<file path="src/rtl/sdc_pkg.sv">
package sdc_pkg;

  typedef enum logic [1:0] {
    SDC_IDLE = 2'd0,
    SDC_REQ  = 2'd1,
    SDC_WAIT = 2'd2
  } sdc_state_e;

  // register selects
  localparam logic [2:0] SEL_CMD    = 3'd0;
  localparam logic [2:0] SEL_ARG_LO = 3'd1;
  localparam logic [2:0] SEL_ARG_HI = 3'd2;
  localparam logic [2:0] SEL_CTRL   = 3'd3;
  localparam logic [2:0] SEL_OPT    = 3'd4;

  // response type codes
  localparam logic [2:0] RT_SHORT = 3'd1;
  localparam logic [2:0] RT_LONG  = 3'd2;
  localparam logic [2:0] RT_OCR   = 3'd3;
  localparam logic [2:0] RT_ADDR  = 3'd6;

  // status bit positions
  localparam int ST_END       = 0;
  localparam int ST_STOP      = 2;
  localparam int ST_TIMEOUT   = 7;
  localparam int ST_CARD_BUSY = 12;
  localparam int ST_CARD_ERR  = 14;

  localparam logic [5:0]  STOP_INDEX    = 6'd12;
  localparam int          SHORT_BYTES   = 4;
  localparam logic [31:0] CARD_ERR_MASK = 32'hFDF9_0000;
  localparam logic [31:0] AUTH_SEQ_BIT  = 32'h0000_0008;
  localparam logic [31:0] ADDR_ERR_MASK = 32'h0000_E000;

  typedef struct packed {
    logic [5:0] index;
    logic [2:0] rtype;
    logic       ake;
  } sdc_cmd_t;

endpackage

</file>
<file path="src/rtl/sdc_host_regs.sv">
module sdc_host_regs
  import sdc_pkg::*;
(
  input  logic        clk,
  input  logic        rst_n,
  input  logic        wr_en,
  input  logic [2:0]  wr_sel,
  input  logic [15:0] wr_data,
  output logic [31:0] arg,
  output logic        enable,
  output logic        ake_en
);

  always_ff @(posedge clk) begin
    if (!rst_n) begin
      arg    <= '0;
      enable <= 1'b0;
      ake_en <= 1'b0;
    end else if (wr_en) begin
      case (wr_sel)
        SEL_ARG_LO: arg[15:0]  <= wr_data;
        SEL_ARG_HI: arg[31:16] <= wr_data;
        SEL_CTRL:   enable     <= wr_data[11];
        SEL_OPT:    ake_en     <= wr_data[13];
        default:    ;
      endcase
    end
  end

endmodule

</file>
<file path="src/rtl/sdc_resp_decode.sv">
module sdc_resp_decode
  import sdc_pkg::*;
#(
  parameter int BYTES = 16,
  parameter int LEN_W = 5
) (
  input  sdc_cmd_t             cmd,
  input  logic [LEN_W-1:0]     rsp_len,
  input  logic [BYTES*8-1:0]   rsp_bytes,
  output logic [BYTES*8-1:0]   bytes_m,
  output logic [15:0]          set_bits,
  output logic                 keep
);

  // bytes past the count read as zero
  for (genvar b = 0; b < BYTES; b++) begin : g_mask
    assign bytes_m[b*8 +: 8] = (LEN_W'(b) < rsp_len) ? rsp_bytes[b*8 +: 8] : 8'h00;
  end

  logic [31:0]      word;
  logic [LEN_W-1:0] need;
  logic [31:0]      err_mask;
  logic             ocr;
  logic             timeout;

  assign word = {bytes_m[7:0], bytes_m[15:8], bytes_m[23:16], bytes_m[31:24]};

  always_comb begin
    need     = '0;
    err_mask = '0;
    ocr      = 1'b0;
    case (cmd.rtype)
      RT_SHORT: begin
        need     = LEN_W'(SHORT_BYTES);
        err_mask = CARD_ERR_MASK | (cmd.ake ? AUTH_SEQ_BIT : 32'h0);
      end
      RT_LONG: need = LEN_W'(BYTES);
      RT_OCR: begin
        need = LEN_W'(SHORT_BYTES);
        ocr  = 1'b1;
      end
      RT_ADDR: begin
        need     = LEN_W'(SHORT_BYTES);
        err_mask = ADDR_ERR_MASK | AUTH_SEQ_BIT;
      end
      default: ;
    endcase

    timeout  = (need != '0) && (rsp_len < need);
    keep     = (need != '0) && !timeout;

    set_bits               = '0;
    set_bits[ST_TIMEOUT]   = timeout;
    set_bits[ST_END]       = !timeout;
    set_bits[ST_STOP]      = !timeout && (cmd.index == STOP_INDEX);
    set_bits[ST_CARD_ERR]  = !timeout && |(word & err_mask);
    set_bits[ST_CARD_BUSY] = !timeout && ocr && !word[31];
  end

endmodule

</file>
<file path="src/rtl/sdc_resp_bank.sv">
module sdc_resp_bank #(
  parameter int WORDS = 8
) (
  input  logic                 clk,
  input  logic                 rst_n,
  input  logic                 clr,
  input  logic                 load,
  input  logic [WORDS*16-1:0]  bytes_in,
  output logic [WORDS*16-1:0]  words
);

  logic [15:0] mem [WORDS];

  for (genvar k = 0; k < WORDS; k++) begin : g_word
    // pair k lands in the register counted from the top
    always_ff @(posedge clk) begin
      if (!rst_n)    mem[WORDS-1-k] <= '0;
      else if (clr)  mem[WORDS-1-k] <= '0;
      else if (load) mem[WORDS-1-k] <= {bytes_in[(2*k)*8 +: 8], bytes_in[(2*k+1)*8 +: 8]};
    end
    assign words[k*16 +: 16] = mem[k];
  end

endmodule

</file>
<file path="src/rtl/sdc_cmd_capture.sv">
module sdc_cmd_capture
  import sdc_pkg::*;
#(
  parameter int RSP_WORDS = 8
) (
  input  logic                     clk,
  input  logic                     rst_n,
  input  logic                     wr_en,
  input  logic [2:0]               wr_sel,
  input  logic [15:0]              wr_data,
  output logic                     req_valid,
  input  logic                     req_ready,
  output logic [5:0]               req_index,
  output logic [31:0]              req_arg,
  input  logic                     rsp_valid,
  output logic                     rsp_ready,
  input  logic [$clog2(2*RSP_WORDS+1)-1:0] rsp_len,
  input  logic [RSP_WORDS*16-1:0]  rsp_bytes,
  output logic [RSP_WORDS*16-1:0]  rsp_words,
  output logic                     start_pulse,
  output logic                     done_pulse,
  output logic [15:0]              done_status
);

  localparam int RSP_BYTES = 2 * RSP_WORDS;
  localparam int LEN_W     = $clog2(RSP_BYTES + 1);

  logic [31:0]            arg;
  logic                   enable;
  logic                   ake_en;
  sdc_state_e             state;
  sdc_cmd_t               cmd_q;
  logic [31:0]            arg_q;
  logic [RSP_BYTES*8-1:0] bytes_m;
  logic [15:0]            set_bits;
  logic                   keep;
  logic                   cmd_fire;
  logic                   rsp_fire;

  sdc_host_regs u_regs (
    .clk     (clk),
    .rst_n   (rst_n),
    .wr_en   (wr_en),
    .wr_sel  (wr_sel),
    .wr_data (wr_data),
    .arg     (arg),
    .enable  (enable),
    .ake_en  (ake_en)
  );

  assign cmd_fire = wr_en && (wr_sel == SEL_CMD) && enable && (state == SDC_IDLE);
  assign rsp_fire = (state == SDC_WAIT) && rsp_valid;

  always_ff @(posedge clk) begin
    if (!rst_n) begin
      state       <= SDC_IDLE;
      cmd_q       <= '0;
      arg_q       <= '0;
      start_pulse <= 1'b0;
      done_pulse  <= 1'b0;
      done_status <= '0;
    end else begin
      start_pulse <= cmd_fire;
      done_pulse  <= rsp_fire;
      done_status <= rsp_fire ? set_bits : '0;
      case (state)
        SDC_IDLE: if (cmd_fire) begin
          state       <= SDC_REQ;
          cmd_q.index <= wr_data[5:0];
          cmd_q.rtype <= wr_data[10:8];
          cmd_q.ake   <= ake_en;
          arg_q       <= arg;
        end
        SDC_REQ:  if (req_ready) state <= SDC_WAIT;
        SDC_WAIT: if (rsp_valid) state <= SDC_IDLE;
        default:  state <= SDC_IDLE;
      endcase
    end
  end

  assign req_valid = (state == SDC_REQ);
  assign rsp_ready = (state == SDC_WAIT);
  assign req_index = cmd_q.index;
  assign req_arg   = arg_q;

  sdc_resp_decode #(.BYTES(RSP_BYTES), .LEN_W(LEN_W)) u_dec (
    .cmd       (cmd_q),
    .rsp_len   (rsp_len),
    .rsp_bytes (rsp_bytes),
    .bytes_m   (bytes_m),
    .set_bits  (set_bits),
    .keep      (keep)
  );

  sdc_resp_bank #(.WORDS(RSP_WORDS)) u_bank (
    .clk      (clk),
    .rst_n    (rst_n),
    .clr      (cmd_fire),
    .load     (rsp_fire && keep),
    .bytes_in (bytes_m),
    .words    (rsp_words)
  );

  // start pulse is single and opens a request
  assert_start_single_R1: assert property (@(posedge clk) disable iff (!rst_n)
    start_pulse |-> req_valid ##1 !start_pulse);

  // request beat holds under back-pressure
  assert_req_hold_R3: assert property (@(posedge clk) disable iff (!rst_n)
    (req_valid && !req_ready) |=> (req_valid && $stable(req_index) && $stable(req_arg)));

  // completion only after a ready cycle
  assert_rsp_gate_R3: assert property (@(posedge clk) disable iff (!rst_n)
    done_pulse |-> $past(rsp_ready));

  // registers empty when a command starts
  assert_clear_R4: assert property (@(posedge clk) disable iff (!rst_n)
    start_pulse |-> (rsp_words == '0));

  // timeout and end of command are exclusive
  assert_timeout_excl_R5: assert property (@(posedge clk) disable iff (!rst_n)
    done_pulse |-> (done_status[ST_TIMEOUT] ^ done_status[ST_END]));

  // stop bit only with end of command
  assert_stop_end_R7: assert property (@(posedge clk) disable iff (!rst_n)
    (done_pulse && done_status[ST_STOP]) |-> done_status[ST_END]);

  // status quiet outside the done cycle, pulse single
  assert_quiet_R12: assert property (@(posedge clk) disable iff (!rst_n)
    !done_pulse |-> (done_status == '0));
  assert_done_single_R12: assert property (@(posedge clk) disable iff (!rst_n)
    done_pulse |=> !done_pulse);

endmodule

</file>
<file path="config.mk">
export PLATFORM = sky130hd
export DESIGN_NAME = sdc_cmd_capture
export DESIGN_NICKNAME = d
export VERILOG_FILES = /design/src/rtl/sdc_pkg.sv /design/src/rtl/sdc_host_regs.sv /design/src/rtl/sdc_resp_decode.sv /design/src/rtl/sdc_resp_bank.sv /design/src/rtl/sdc_cmd_capture.sv
export SDC_FILE = /design/constraint.sdc
export NUM_CORES = 1
export LEC_CHECK = 0
export BUFFER_PORTS_ARGS = -buffer_cell sky130_fd_sc_hd__buf_2
export CORE_MARGIN = 1
export CORE_UTILIZATION = 48
export DETAILED_ROUTE_END_ITERATION = 6
export PLACE_DENSITY_LB_ADDON = 0.3
export SYNTH_ARGS = -nofsm -noshare
export SYNTH_HDL_FRONTEND = slang
export SYNTH_SLANG_ARGS = --single-unit
</file>
<file path="constraint.sdc">
create_clock -name clk -period 15.56 [get_ports clk]
set_input_delay 2.334 -clock clk [delete_from_list [all_inputs] [get_ports clk]]
set_output_delay 2.334 -clock clk [all_outputs]
set_load 0.05 [all_outputs]
</file>
==> impl_results.md <==
* Initial Util at 0.492
* R2R depth at 7
* Nets at 1101
* Clk_lat worst skew at 490 ps
* Dpl ws at about 11000 ps
* Worst setup SP type: input pin
* CTS tree: yes
* Chip width at between 100 and 150 um
* Post_cts resized at 0
* Total wire length at 21.4 mm
* First-pass GRT wire length at 32.9 mm
* Total die area at 17600 sq um
* Synth top area cells: edfxtp_1 47%, dfxtp_1 21%, and2_1 6.3%
* Library cells used by synthesis at 50
* Setup violators final at 0
* Final Cycle Share at 0.274
* Synth Instances at 617
* Lkg Pwr at 4.69 nW
* GR Util All Layers at 0.242
* Hpwl dp at 15.6 mm
* Detailed Route Iter0 Violations at 277
* Worst hold path class: reg -> reg
* Worst setup margin at around 11000 ps
* CP max FO at 73
* Aggregate negative setup slack at 0 ps
* Flop-to-flop setup slack at 12610 ps
* Reg2reg end: u_bank.mem[0][24]
* DRT Pass-1 Iters at 4
* Synth Cell Area at 8200 sq um
* Min-delay src: u_regs.arg[9]
* Synth area leader: edfxtp_1
* Number of global-route vias before repair at 5782
* Seq/Total Area, Yosys at 0.677
* Ys flop type: edfxtp_1
* Post-CTS Setup Inserts at 0
* WS Path Type: in -> reg
* Placer Congestion at 0.806
* VDD IR-drop max at 0.0000825 V
* Ports at 343
* Pin count of the biggest net entering global routing at 74
* Antenna violations before repair at 1
* Run status: complete, no violations
* Number of synthesized flops with an enable pin at approximately 130
* RSZ-0062 raised after global routing: false
* Post-CTS Hold Buffers at 0
* Relative slew slack at 0.229
* Core Area at 16600 sq um
* Fin. Hold Viols at 0
* # port buffers at 331
* Max-slew violation total from the final report at 0
* Vias per Instance at 5.05
* WL/cell at 18.1 um
* FF+latch count, synth at 213
* Grt ovf at 0
* Final Util at 0.643
* Hold Path Cell Cnt at 2
* RR Startpoint: cmd_q[2]
* Pwr/cell area at 115 nW/um^2
* Worst-margin pin slew at 1150 ps
* Post-Route Skew at 6.62 ps
* Die Y at approximately 130 um
* CTS Root Cell: clkbuf_16
* Post-route DRC at 0
* Synth warn at 0
* Worst Hold End: u_regs.arg[9]
* Max Cap Viol at 0
* CTS Buffer Depth at 3
* Row Count at 47
* Max Fclk at 0.235 GHz
* Area Growth Syn to Fin at 30.7%
* H-tree depth at 1
* CTS Buf Count at 22
* Worst Setup End Kind: register
* Async SR Flop Fraction at 0
* Req. time, crit path at 15670 ps
* Clk sinks at 213
* DR vias at 5957
* ANT nets after route at 0
* Final worst path period need at 4260 ps
* Worst Path Arrival at 4370 ps
* Post-synth top area share at 0.469
* Share of cells above drive strength 1 at 0.419
* Syn_area_per_cell at 13.3 sq um
* Clock Pin Slew Worst Setup and Hold Paths at 60 ps
-- kinds of logic (layout without fill, tap and decap cells) --
logic type	count (synthesis)	after routing	synth area share
and+or+nand+nor	257	257	0.185
DFF	213	213	0.677
AOI/OAI and AO/OA	95	95	0.102
buffers and inverters	48	380	0.0324
muxes	2	2	0.00244
adders and majority gates	1	1	0.00153
other	1	12	0.000458
-- worst max path at each step --
stage	from	end	slack, ps	cells after the start
detailed placement	wr_sel[2]	u_bank.mem[2][0]	10830	7
floorplan	rsp_len[4]	u_bank.mem[0][0]	3890	5
global route	wr_sel[2]	u_bank.mem[1][2]	11100	7
finish	wr_sel[2]	u_bank.mem[0][24]	11300	7
global placement	wr_sel[2]	u_bank.mem[3][26]	10870	7
CTS	wr_sel[2]	u_bank.mem[0][31]	11350	7
-- area by class of cell --
| cell class | count | area, sq um |
|---|---|---|
| Timing Repair Buffer | 338 | 1710 |
| Sequential cell | 213 | 5550 |
| Antenna cell | 1 | 2.50 |
| Clock buffer | 32 | 674 |
| Tap cell | 220 | 275 |
| Multi-Input combinational cell | 366 | 2450 |
| Clock inverter | 8 | 46.3 |
| Inverter | 2 | 7.51 |
| Fill cell | 1323 | 5930 |
-- cells in the final DEF, fill, tap and decap left out, types with 2 or more instances in the layout --
| cell type | Yosys | final |
|---|---|---|
| a21boi_0 | 33 | 33 |
| a21oi_1 | 3 | 3 |
| a22o_1 | 43 | 43 |
| a32oi_2 | 2 | 2 |
| and2_1 | 82 | 82 |
| and3_1 | 16 | 16 |
| buf_2 | 11 | 331 |
| buf_4 | 17 | 7 |
| clkbuf_1 | 17 | 3 |
| clkbuf_16 | 0 | 25 |
| clkbuf_2 | 0 | 2 |
| clkbuf_8 | 0 | 2 |
| clkinv_2 | 0 | 5 |
| conb_1 | 1 | 11 |
| dfxtp_1 | 85 | 85 |
| edfxtp_1 | 128 | 128 |
| inv_1 | 1 | 2 |
| mux2i_1 | 2 | 2 |
| nand2_1 | 67 | 67 |
| nand2b_1 | 2 | 2 |
| nand3_1 | 3 | 3 |
| nand3b_1 | 2 | 2 |
| nand4_1 | 2 | 2 |
| nor2_1 | 12 | 12 |
| nor2b_1 | 6 | 6 |
| nor3_1 | 4 | 4 |
| nor3_2 | 7 | 7 |
| nor3b_1 | 34 | 34 |
| nor3b_4 | 1 | 2 |
| nor4_1 | 2 | 2 |
| nor4bb_1 | 2 | 2 |
| or2_2 | 5 | 5 |
| or3_1 | 3 | 3 |
-- synthesized netlist by cell type (2+ instances only) --
library cell  instances
nor3_1                4
clkbuf_1             17
a22o_1               43
a21boi_0             33
buf_4                17
or2_2                 5
edfxtp_1            128
nor3b_1              34
buf_2                11
nand3b_1              2
or3_1                 3
a21oi_1               3
nand2b_1              2
and2_1               82
nor2_1               12
nor4_1                2
and3_1               16
nor4bb_1              2
dfxtp_1              85
a32oi_2               2
nor3b_2               2
nor2b_1               6
mux2i_1               2
nand3_1               3
nor3_2                7
o21ai_0               3
nand2_1              67
nand4_1               2
-- metrics by stage --
stage          hold WS, ps  instances  instance area, sq um  total power [W]
5_1_grt                485       1180                 10700          0.00127
2_1_floorplan          442        627                  8230         0.000698
3_5_place_dp           458       1139                  9990         0.000732
6_report               462       1180                 10700          0.00123
4_1_cts                467       1179                 10700          0.00124
3_3_place_gp           446       1139                  9990         0.000731
-- power by group --
part	switching (W)	total, W	internal [W]	leakage, nW
sequential	0.00000399	0.000613	0.000609	2.01
clock	0.000210	0.000513	0.000303	0.368
combinational	0.0000784	0.000107	0.0000282	2.31
-- registers in the layout, summed over array words and instances (netlist names) --
name,count
state,2
u_regs.enable,1
done_status,5
u_bank.mem,128
u_regs.ake_en,1
req_arg,32
req_index,6
start_pulse,1
u_regs.arg,32
done_pulse,1
cmd_q,4
-- routing by layer --
| metal | global-route usage | part of all wire | up-vias | wire length (um) |
|---|---|---|---|---|
| met1 | 0.293 | 0.39 | 2830 | 8390 |
| met2 | 0.420 | 0.50 | 239 | 10800 |
| met4 | 0.0754 | 0.022 | 0 | 465 |
| met3 | 0.0667 | 0.083 | 33 | 1770 |
| met5 | 0 | 0 | - | 0 |
| li1 | - | - | 2855 | - |
-- critical path, stage by stage --
cell	delay [ps]
buf_2	110
nor3b_1	310
nand3_1	200
o21a_1	210
buf_4	280
o21ai_4	110
buf_4	720
Note: power is estimated with default switching activity, not from simulation.
